--- config.mk ---
export PLATFORM = sky130hd
export DESIGN_NAME = nv_seq
export DESIGN_NICKNAME = d
export VERILOG_FILES = /design/src/rtl/nv_seq_pkg.sv /design/src/rtl/nv_seq_timer.sv /design/src/rtl/nv_seq_track.sv /design/src/rtl/nv_seq_fsm.sv /design/src/rtl/nv_seq.sv
export SDC_FILE = /design/constraint.sdc
export NUM_CORES = 1
export LEC_CHECK = 0
export BUFFER_PORTS_ARGS = -buffer_cell sky130_fd_sc_hd__buf_2
export CAP_MARGIN = 15
export CORE_MARGIN = 10
export CORE_UTILIZATION = 55
export DETAILED_ROUTE_END_ITERATION = 16
export GPL_ROUTABILITY_DRIVEN = 0
export GPL_TIMING_DRIVEN = 0
export PLACE_DENSITY_LB_ADDON = 0.15
export SLEW_MARGIN = 20
export SYNTH_ARGS = -nofsm -noshare
export SYNTH_HDL_FRONTEND = slang
export SYNTH_SLANG_ARGS = --single-unit
--- constraint.sdc ---
create_clock -name clk_i -period 5.8 [get_ports clk_i]
set_input_delay 0.58 -clock clk_i [delete_from_list [all_inputs] [get_ports clk_i]]
set_output_delay 0.58 -clock clk_i [all_outputs]
set_load 0.05 [all_outputs]
--- src/rtl/nv_seq_pkg.sv ---
package nv_seq_pkg;
  typedef enum logic [2:0] {
    ST_WAIT_UP,
    ST_RECALL,
    ST_IDLE,
    ST_GRACE,
    ST_STORE,
    ST_PULSE,
    ST_LOCK,
    ST_DOWN
  } nv_state_e;
endpackage

--- src/rtl/nv_seq_timer.sv ---
module nv_seq_timer #(
  parameter int TW = 6
) (
  input  logic          clk_i,
  input  logic          rst_ni,
  input  logic          load_i,
  input  logic [TW-1:0] len_i,
  output logic          done_o
);
  logic [TW-1:0] cnt_q;

  always_ff @(posedge clk_i or negedge rst_ni) begin
    if (!rst_ni)            cnt_q <= '0;
    else if (load_i)        cnt_q <= len_i;
    else if (cnt_q != '0)   cnt_q <= cnt_q - 1'b1;
  end

  // high in the last cycle of a loaded window
  assign done_o = (cnt_q == TW'(1));
endmodule

--- src/rtl/nv_seq_track.sv ---
module nv_seq_track (
  input  logic clk_i,
  input  logic rst_ni,
  input  logic wr_pulse_i,
  input  logic acc_inh_i,
  input  logic sw_req_i,
  input  logic clr_dirty_i,
  input  logic clr_sw_i,
  output logic dirty_o,
  output logic sw_pend_o
);
  logic dirty_q, sw_q, wr_ok;

  assign wr_ok = wr_pulse_i & ~acc_inh_i;

  always_ff @(posedge clk_i or negedge rst_ni) begin
    if (!rst_ni) begin
      dirty_q <= 1'b0;
      sw_q    <= 1'b0;
    end else begin
      if (clr_dirty_i)   dirty_q <= 1'b0;
      else if (wr_ok)    dirty_q <= 1'b1;
      if (clr_sw_i)      sw_q <= 1'b0;
      else if (sw_req_i) sw_q <= 1'b1;
    end
  end

  // lookahead so a write in the last grace cycle still counts
  assign dirty_o   = dirty_q | wr_ok;
  assign sw_pend_o = sw_q | sw_req_i;
endmodule

--- src/rtl/nv_seq_fsm.sv ---
module nv_seq_fsm
  import nv_seq_pkg::*;
#(
  parameter int GRACE_CYC  = 6,
  parameter int STORE_CYC  = 30,
  parameter int RECALL_CYC = 12,
  parameter int PULSE_CYC  = 3,
  parameter int TW         = 6
) (
  input  logic          clk_i,
  input  logic          rst_ni,
  input  logic          vsw_ok_i,
  input  logic          vrst_ok_i,
  input  logic          hw_req_ni,
  input  logic          dirty_i,
  input  logic          sw_pend_i,
  input  logic          t_done_i,
  output logic          t_load_o,
  output logic [TW-1:0] t_len_o,
  output logic          busy_no,
  output logic          acc_inh_o,
  output logic          wr_inh_o,
  output logic          store_start_o,
  output logic          recall_start_o
);
  nv_state_e state_q, state_d, auto_go;
  logic      entry_q;

  assign auto_go = dirty_i ? ST_STORE : ST_PULSE;

  always_comb begin
    state_d = state_q;
    unique case (state_q)
      ST_WAIT_UP: if (vsw_ok_i) state_d = ST_RECALL;
      ST_RECALL:  if (t_done_i) state_d = ST_IDLE;
      ST_IDLE: begin
        if (!vsw_ok_i)       state_d = auto_go;
        else if (!hw_req_ni) state_d = ST_GRACE;
        else if (sw_pend_i)  state_d = ST_STORE;
      end
      ST_GRACE: begin
        if (!vsw_ok_i)     state_d = auto_go;
        else if (t_done_i) state_d = dirty_i ? ST_STORE : ST_LOCK;
      end
      ST_STORE: begin
        if (t_done_i) begin
          if (!vsw_ok_i)       state_d = ST_DOWN;
          else if (!hw_req_ni) state_d = ST_LOCK;
          else                 state_d = ST_IDLE;
        end
      end
      ST_PULSE: if (t_done_i) state_d = ST_DOWN;
      ST_LOCK: begin
        if (!vsw_ok_i)      state_d = auto_go;
        else if (hw_req_ni) state_d = ST_IDLE;
      end
      ST_DOWN: if (vsw_ok_i) state_d = ST_IDLE;
      default: state_d = ST_WAIT_UP;
    endcase
    if (!vrst_ok_i) state_d = ST_WAIT_UP;
  end

  always_comb begin
    t_load_o = 1'b0;
    t_len_o  = '0;
    if (state_d != state_q) begin
      unique case (state_d)
        ST_RECALL: begin t_load_o = 1'b1; t_len_o = TW'(RECALL_CYC); end
        ST_GRACE:  begin t_load_o = 1'b1; t_len_o = TW'(GRACE_CYC);  end
        ST_STORE:  begin t_load_o = 1'b1; t_len_o = TW'(STORE_CYC);  end
        ST_PULSE:  begin t_load_o = 1'b1; t_len_o = TW'(PULSE_CYC);  end
        default:   t_load_o = 1'b0;
      endcase
    end
  end

  always_ff @(posedge clk_i or negedge rst_ni) begin
    if (!rst_ni) begin
      state_q <= ST_WAIT_UP;
      entry_q <= 1'b0;
    end else begin
      state_q <= state_d;
      entry_q <= (state_d != state_q);
    end
  end

  // outputs depend on state only, plus supply/request for the idle write gate
  always_comb begin
    busy_no   = 1'b1;
    acc_inh_o = 1'b1;
    wr_inh_o  = 1'b1;
    unique case (state_q)
      ST_IDLE: begin
        acc_inh_o = 1'b0;
        wr_inh_o  = ~vsw_ok_i | ~hw_req_ni;
      end
      ST_GRACE: acc_inh_o = 1'b0;
      ST_STORE, ST_PULSE: busy_no = 1'b0;
      default: busy_no = 1'b1;
    endcase
  end

  assign store_start_o  = entry_q && (state_q == ST_STORE);
  assign recall_start_o = entry_q && (state_q == ST_RECALL);
endmodule

--- src/rtl/nv_seq.sv ---
module nv_seq #(
  parameter int GRACE_CYC  = 6,
  parameter int STORE_CYC  = 30,
  parameter int RECALL_CYC = 12,
  parameter int PULSE_CYC  = 3
) (
  input  logic clk_i,
  input  logic rst_ni,
  input  logic vsw_ok_i,
  input  logic vrst_ok_i,
  input  logic hw_req_ni,
  input  logic sw_req_i,
  input  logic wr_pulse_i,
  output logic busy_no,
  output logic acc_inhibit_o,
  output logic wr_inhibit_o,
  output logic store_start_o,
  output logic recall_start_o
);
  localparam int MAX_A = (GRACE_CYC > PULSE_CYC) ? GRACE_CYC : PULSE_CYC;
  localparam int MAX_B = (STORE_CYC > RECALL_CYC) ? STORE_CYC : RECALL_CYC;
  localparam int MAX_L = (MAX_A > MAX_B) ? MAX_A : MAX_B;
  localparam int TW    = $clog2(MAX_L + 1);

  logic          dirty, sw_pend, t_done, t_load;
  logic [TW-1:0] t_len;
  logic          clr_dirty, clr_sw;

  assign clr_dirty = store_start_o | recall_start_o;
  assign clr_sw    = store_start_o | ~vsw_ok_i | ~vrst_ok_i;

  nv_seq_track u_track (
    .clk_i      (clk_i),
    .rst_ni     (rst_ni),
    .wr_pulse_i (wr_pulse_i),
    .acc_inh_i  (acc_inhibit_o),
    .sw_req_i   (sw_req_i),
    .clr_dirty_i(clr_dirty),
    .clr_sw_i   (clr_sw),
    .dirty_o    (dirty),
    .sw_pend_o  (sw_pend)
  );

  nv_seq_timer #(.TW(TW)) u_timer (
    .clk_i (clk_i),
    .rst_ni(rst_ni),
    .load_i(t_load),
    .len_i (t_len),
    .done_o(t_done)
  );

  nv_seq_fsm #(
    .GRACE_CYC (GRACE_CYC),
    .STORE_CYC (STORE_CYC),
    .RECALL_CYC(RECALL_CYC),
    .PULSE_CYC (PULSE_CYC),
    .TW        (TW)
  ) u_fsm (
    .clk_i         (clk_i),
    .rst_ni        (rst_ni),
    .vsw_ok_i      (vsw_ok_i),
    .vrst_ok_i     (vrst_ok_i),
    .hw_req_ni     (hw_req_ni),
    .dirty_i       (dirty),
    .sw_pend_i     (sw_pend),
    .t_done_i      (t_done),
    .t_load_o      (t_load),
    .t_len_o       (t_len),
    .busy_no       (busy_no),
    .acc_inh_o     (acc_inhibit_o),
    .wr_inh_o      (wr_inhibit_o),
    .store_start_o (store_start_o),
    .recall_start_o(recall_start_o)
  );
endmodule

# After elaboration in Yosys (flattened, before gate mapping)
# Cells that the tools add are included.
totals:
  latch_bits: 0
  n_memories: 0
  romBits: 0
  out_inout_bits: 5
  inputBits: 7
  word_cells: 70
  mem_bits_rw: 0
  ff_bits: 11
classes:
  bitwise_logic: 10
  div_mod_pow: 0
  addsub: 1
  n_mul: 0
  n_eq_ne: 13
  n_lt_le_gt_ge: 0
  reduce_logical: 10
  muxes: 31
  shift: 0
ops:
  columns: ["operator", "count"]
  rows:
  - ["$mux 3", 15]
  - ["$pmux 3 s8", 1]
  - ["$pmux 5 s4", 1]
  - ["$eq 3x3->1 const B", 6]
  - ["$mux 5", 3]
  - ["$mux 1", 10]
  - ["$eq 3x2->1 const B", 3]
  - ["$eq 3x1->1 const B", 2]
  - ["$or 1x1->1", 6]
  - ["$reduce_bool 2->1", 3]
  - ["$eq 5x1->1 const B", 1]
  - ["$reduce_bool 5->1", 1]
  - ["$sub 5x1->5 const B", 1]
  - ["$reduce_or 2->1", 2]
  - ["$reduce_or 4->1", 1]
  - ["$logic_not 3->1", 1]
  - ["$ne 3x3->1", 1]
  - ["$not 1->1", 3]
  - ["$logic_and 1x1->1", 2]
  - ["$mux 2", 1]
  - ["$and 1x1->1", 1]

# Logic depth before layout (Yosys ltp)
depth:
  word_depth: 14
  ltp_mapped: 10
  ltp_nobuf: 9

# Modules after synthesis
# From an unflattened synthesis, not the netlist that was laid out.
hier_totals:
  hier_cells: 111
  hier_area_um2: 1057.3
by_module_without_submodules:
  columns: ["module", "cells_each", "seq_area_each_um2", "n_inst", "area_each_um2"]
  rows:
  - ["nv_seq_fsm", 72, 100.1, 1, 649.4]
  - ["nv_seq_timer", 29, 125.1, 1, 302.8]
  - ["nv_seq_track", 8, 50.0, 1, 91.3]
  - ["nv_seq", 2, 0.0, 1, 13.8]

# Worst setup path before layout
# Ideal clock, no wire load.
synth_path:
  kind: "register to register"
  start: "register u_timer.cnt_q[1]"
  end: "register u_timer.cnt_q[0]"
  t_arrival_ns: 2.405
  slack_ns: 3.270
  setup_ns: 0.125
  period_less_slack_ns: 2.530
  stages_incl_launch_ff: 11
  required_ns: 5.675
  n_path_buf: 1
  cell_sequence: "dfrtp_1 > inv_1 > ha_1 > or4b_1 > buf_2 > o211ai_2 > o221a_4 > o21ai_1 > a32o_1 > a32o_2 > mux2_4"
synth_between:
  elab_chain_cells: 10
  word_cells_on_any_way: 21
  cone_classes: "eq/ne: 6; mux: 12; reduce/logical: 3"
synth_lines:
  columns: ["item", "line_no", "text"]
  rows:
  - ["start: declaration", "nv_seq_timer.sv:10", "logic [TW-1:0] cnt_q;"]
  - ["start signal: assignment", "nv_seq_timer.sv:14", "else if (load_i) cnt_q <= len_i;"]
  - ["start signal: assignment", "nv_seq_timer.sv:15", "else if (cnt_q != '0) cnt_q <= cnt_q - 1'b1;"]
  - ["$eq 5x1->1", "nv_seq_timer.sv:19", "assign done_o = (cnt_q == TW'(1));"]
  - ["$mux 3", "nv_seq_fsm.sv:43", "else if (t_done_i) state_d = dirty_i ? ST_STORE : ST_LOCK;"]
  - ["$mux 3", "nv_seq_fsm.sv:42", "if (!vsw_ok_i) state_d = auto_go;"]
  - ["$pmux 3 s8", "nv_seq_fsm.sv:33", "unique case (state_q)"]
  - ["$mux 3", "nv_seq_fsm.sv:60", "if (!vrst_ok_i) state_d = ST_WAIT_UP;"]
  - ["$eq 3x1->1, or another cell as far along", "nv_seq_fsm.sv:67", "unique case (state_d)"]
  - ["$reduce_or 4->1 (no source line)", null, null]
  - ["$mux 1", "nv_seq_fsm.sv:67", null]
  - ["$mux 1", "nv_seq_fsm.sv:66", "if (state_d != state_q) begin"]
  - ["$mux 5 or $reduce_bool 2->1 (tied branches)", null, null]
# Several ways; a longest one is shown, not always the timed one.
# A chain may end at the register's enable or synchronous reset.

# Worst setup path in the final report
layout_path:
  start: "register u_timer.cnt_q[1]"
  end: "register u_timer.cnt_q[0]"
layout_between:
  elab_chain_cells: 10
  word_cells_on_any_way: 21
  cone_classes: "eq/ne: 6; mux: 12; reduce/logical: 3"
layout_lines:
  columns: ["item", "line_no", "text"]
  rows:
  - ["$eq 5x1->1 (*)", "nv_seq_timer.sv:19", null]
  - ["$mux 3", "nv_seq_fsm.sv:43", null]
  - ["$mux 3", "nv_seq_fsm.sv:42", null]
  - ["$pmux 3 s8 (*)", "nv_seq_fsm.sv:33", null]
  - ["$mux 3 (*)", "nv_seq_fsm.sv:60", null]
  - ["named net u_fsm.state_d[0]", "nv_seq_fsm.sv:26", "nv_state_e state_q, state_d, auto_go;"]
  - ["$eq 3x1->1, or another cell as far along", "nv_seq_fsm.sv:67", null]
  - ["$reduce_or 4->1 (no source line)", null, null]
  - ["$mux 1", "nv_seq_fsm.sv:67", null]
  - ["$mux 1", "nv_seq_fsm.sv:66", null]
  - ["$mux 5 or $reduce_bool 2->1 (tied branches)", null, null]
# Mark *: on every way through the listed nets, which the timed path passes. The rest lies on a longest branch.

==> metrics.cfg <==
[timing]
drv_slew = 0
fin_crit_sh_pct = 48.2
max_freq_mhz = 358
worstMarginPinSlew_ns = 0.532
setup-violations-final = 0
tns_ns = 0
rsz0062_at_grt = no
maxSlewHeadroom_pct = 64.1
fin_skew_ns = 0.00289
finalHoldViolations = 0
min_period_ns = 2.79

[die]
initial_core_util_pct = 56.6
dieArea_um2 = 3810
io_pins = 12
core_um2 = 1690
fp.dieW_um = 61.7
rows = 15
die_h_um = 61.7

[place]
placed_cell_area_um2 = 1030
io_buffers = 11
dp_hpwl_um = 1850

[detailed_routing]
met3_wirelength_um = 197
viasPerCell = 6.37
highest_layer = met4
vias = 943
ant_nets = 0
wl_met1_um = 1090
dr.pass1.iters = 4
wl_per_cell_um = 16.0
wl_um = 2370
drt_iter0_drc = 42
drc_errors = 0
wl_met2_um = 1050

[global_routing]
grt_pass1_vias = 854
grt_max_degree = 12
antenna_found_initial = 0
grt_pass1_wl_um = 3800
track_usage_pct = 13.2
grt_overflow = 0

[clock_network]
clock-sinks = 11
cts_resized = 0
cts_setup_buffers = 0
cts_tree = yes
cts-root-buf = clkbuf_4
clock_latency_ns = 0.28
clock_path_buffers = 2
cts_hold_buf = 0
h-tree-depth = 1
clkSlewWorstSetupHoldPaths_ns = 0.07
cts_made_buffers = 3

[layout]
diodes = 0
final_common_cell = buf_2
design_area_um2 = 1060
nNetsFinal = 142
areaGrowthSynthToFinish_pct = 10.7
final_util_pct = 62.7
drive_gt1_share_pct = 19.8
final_cell_mix = buf_2, nand2_1, dfrtp_1

[critical_path]
cpPeakStageDelay_ns = 0.46
critPathCaptureType = flip-flop
worstSetupPathType = reg -> reg
crit_fanout = 4
cp-start-kind = flip-flop
required_ns = 5.96
cp_cell_sequence = inv_1 -> ha_1 -> nor4b_1 -> a21oi_1 -> o31a_1 -> o221a_2 -> xnor2_1 -> a32o_2 -> mux2_4
crit_family = compound AO/OA/AOI/OAI gates
cp_num_buf_inv = 1
worst_path_max_delay_cell = nor4b_1
arrival_ns = 2.96

[min_path]
hp-class = in -> async

[yosys]
synth-seq-cells = 11
ys_types = 43
syn-cell-area_um2 = 956
synth_warnings = 0
synth_fp_nets = 126
postSynthCellCount = 116
postSynthAreaPerCell_um2 = 8.24
yosysSeqAreaShare_pct = 28.8

[flow_run]
drv_cap = 0

[power_and_ir_drop]
ir_drop_uv = 200
power_density_nw_per_um2 = 329
p_leak_nw = 0.474
totalPowerFinal_mw = 0.348

[status]
status = finished clean

## worst reg2reg max path: cells and delay by family, from the launching register on
family,cells,cell delay (ns)
AO/OA/AOI/OAI,4,0.94
XOR/XNOR,1,0.26
AND/OR/NAND/NOR,1,0.46
adder cells (fa/ha/maj),1,0.18
flip-flops,1,0.41
multiplexers,1,0.31
buffers and inverters,1,0.12
## logic make-up (layout without fill, tap and decap cells)
family / after synthesis / in the layout / synth area share, %
xor+xnor: 6 / 6 / 5.50
buf+inv: 10 / 25 / 4.45
mux: 4 / 4 / 4.84
flops: 11 / 11 / 28.8
compound gates: 32 / 32 / 25.0
simple gates: 50 / 50 / 27.5
fa+ha+maj: 3 / 3 / 3.93
## stage by stage
step	instances	hold slack, ns	setup WS (ns)
3_5_place_dp	144	0.470	3.04
6_report	148	0.166	3.01
2_1_floorplan	116	0.284	3.27
5_1_grt	148	0.164	2.82
4_1_cts	148	0.171	3.02
3_3_place_gp	144	0.468	3.00
## final timing paths
check | slack, ns | cells past startpoint | to | start
setup / recovery | 3.01 | 9 | u_timer.cnt_q[0]$_DFFE_PN0P_ | u_timer.cnt_q[1]$_DFFE_PN0P_
hold / removal | 0.17 | 1 | u_track.dirty_q$_DFFE_PN0P_ | rst_ni
setup reg to reg | 3.01 | 9 | u_timer.cnt_q[0]$_DFFE_PN0P_ | u_timer.cnt_q[1]$_DFFE_PN0P_
hold reg to reg | 0.64 | 2 | u_track.dirty_q$_DFFE_PN0P_ | u_track.dirty_q$_DFFE_PN0P_
max in group asynchronous | 5.42 | 1 | u_timer.cnt_q[1]$_DFFE_PN0P_ | rst_ni
min in group clk_i | 0.62 | 3 | u_track.dirty_q$_DFFE_PN0P_ | wr_pulse_i
## flip-flops by register name, indices dropped and copies added (netlist names)
register and flops:
u_timer.cnt_q 5, u_fsm.entry_q 1, u_track.dirty_q 1, u_track.sw_q 1, u_fsm.state_q 3
## layout make-up
| class | instances | area, µm² |
|---|---|---|
| repair buffers | 11 | 55.1 |
| multi-input cells | 95 | 638 |
| fillers | 146 | 631 |
| clock buffers | 4 | 26.3 |
| well taps | 17 | 21.3 |
| inverters | 5 | 18.8 |
| flip-flops and latches | 11 | 275 |
| plain buffers | 5 | 23.8 |
## cell usage after synthesis, drive strengths merged
| cell | instances | area (µm²) |
|---|---|---|
| o221ai | 1 | 8.76 |
| nor2b | 3 | 18.8 |
| buf | 2 | 12.5 |
| nand4 | 2 | 12.5 |
| a31o | 1 | 8.76 |
| and2 | 2 | 12.5 |
| mux2i | 2 | 20.0 |
| nand3b | 3 | 22.5 |
| dfrtp | 11 | 275 |
| and3 | 3 | 18.8 |
| ha | 3 | 37.5 |
| xnor2 | 4 | 35.0 |
| or2 | 2 | 12.5 |
| mux2 | 2 | 26.3 |
| or4b | 1 | 10.0 |
| nand2 | 11 | 41.3 |
| inv | 5 | 18.8 |
| o22ai | 1 | 6.26 |
| nor3b | 1 | 7.51 |
| xor2 | 2 | 17.5 |
| or3 | 2 | 12.5 |
| o211a | 1 | 10.0 |
| nor3 | 4 | 20.0 |
| a31oi | 2 | 12.5 |
| a21bo | 1 | 10.0 |
| nor2 | 10 | 37.5 |
| a211oi | 1 | 7.51 |
| nor4b | 1 | 8.76 |
| o211ai | 1 | 12.5 |
| o31a | 2 | 17.5 |
| a211o | 2 | 17.5 |
| clkbuf | 3 | 11.3 |
| a32o | 2 | 21.3 |
| a21oi | 10 | 50.1 |
| nand2b | 2 | 12.5 |
| o221a | 2 | 31.3 |
| o21ai | 5 | 25.0 |
| nand3 | 3 | 15.0 |
## power breakdown
group          switching (mW)  internal (mW)
registers              0.0252         0.0993
logic                  0.0939         0.0754
clock network          0.0276         0.0267
total                   0.147          0.201
## metal layers
metal / up-vias / track usage, %
met3: 5 / 3.25
met5: - / 0
li1: 458 / -
met4: 0 / 6.05
met1: 444 / 17.6
met2: 36 / 19.5
Power figures use the tool's default switching activity.
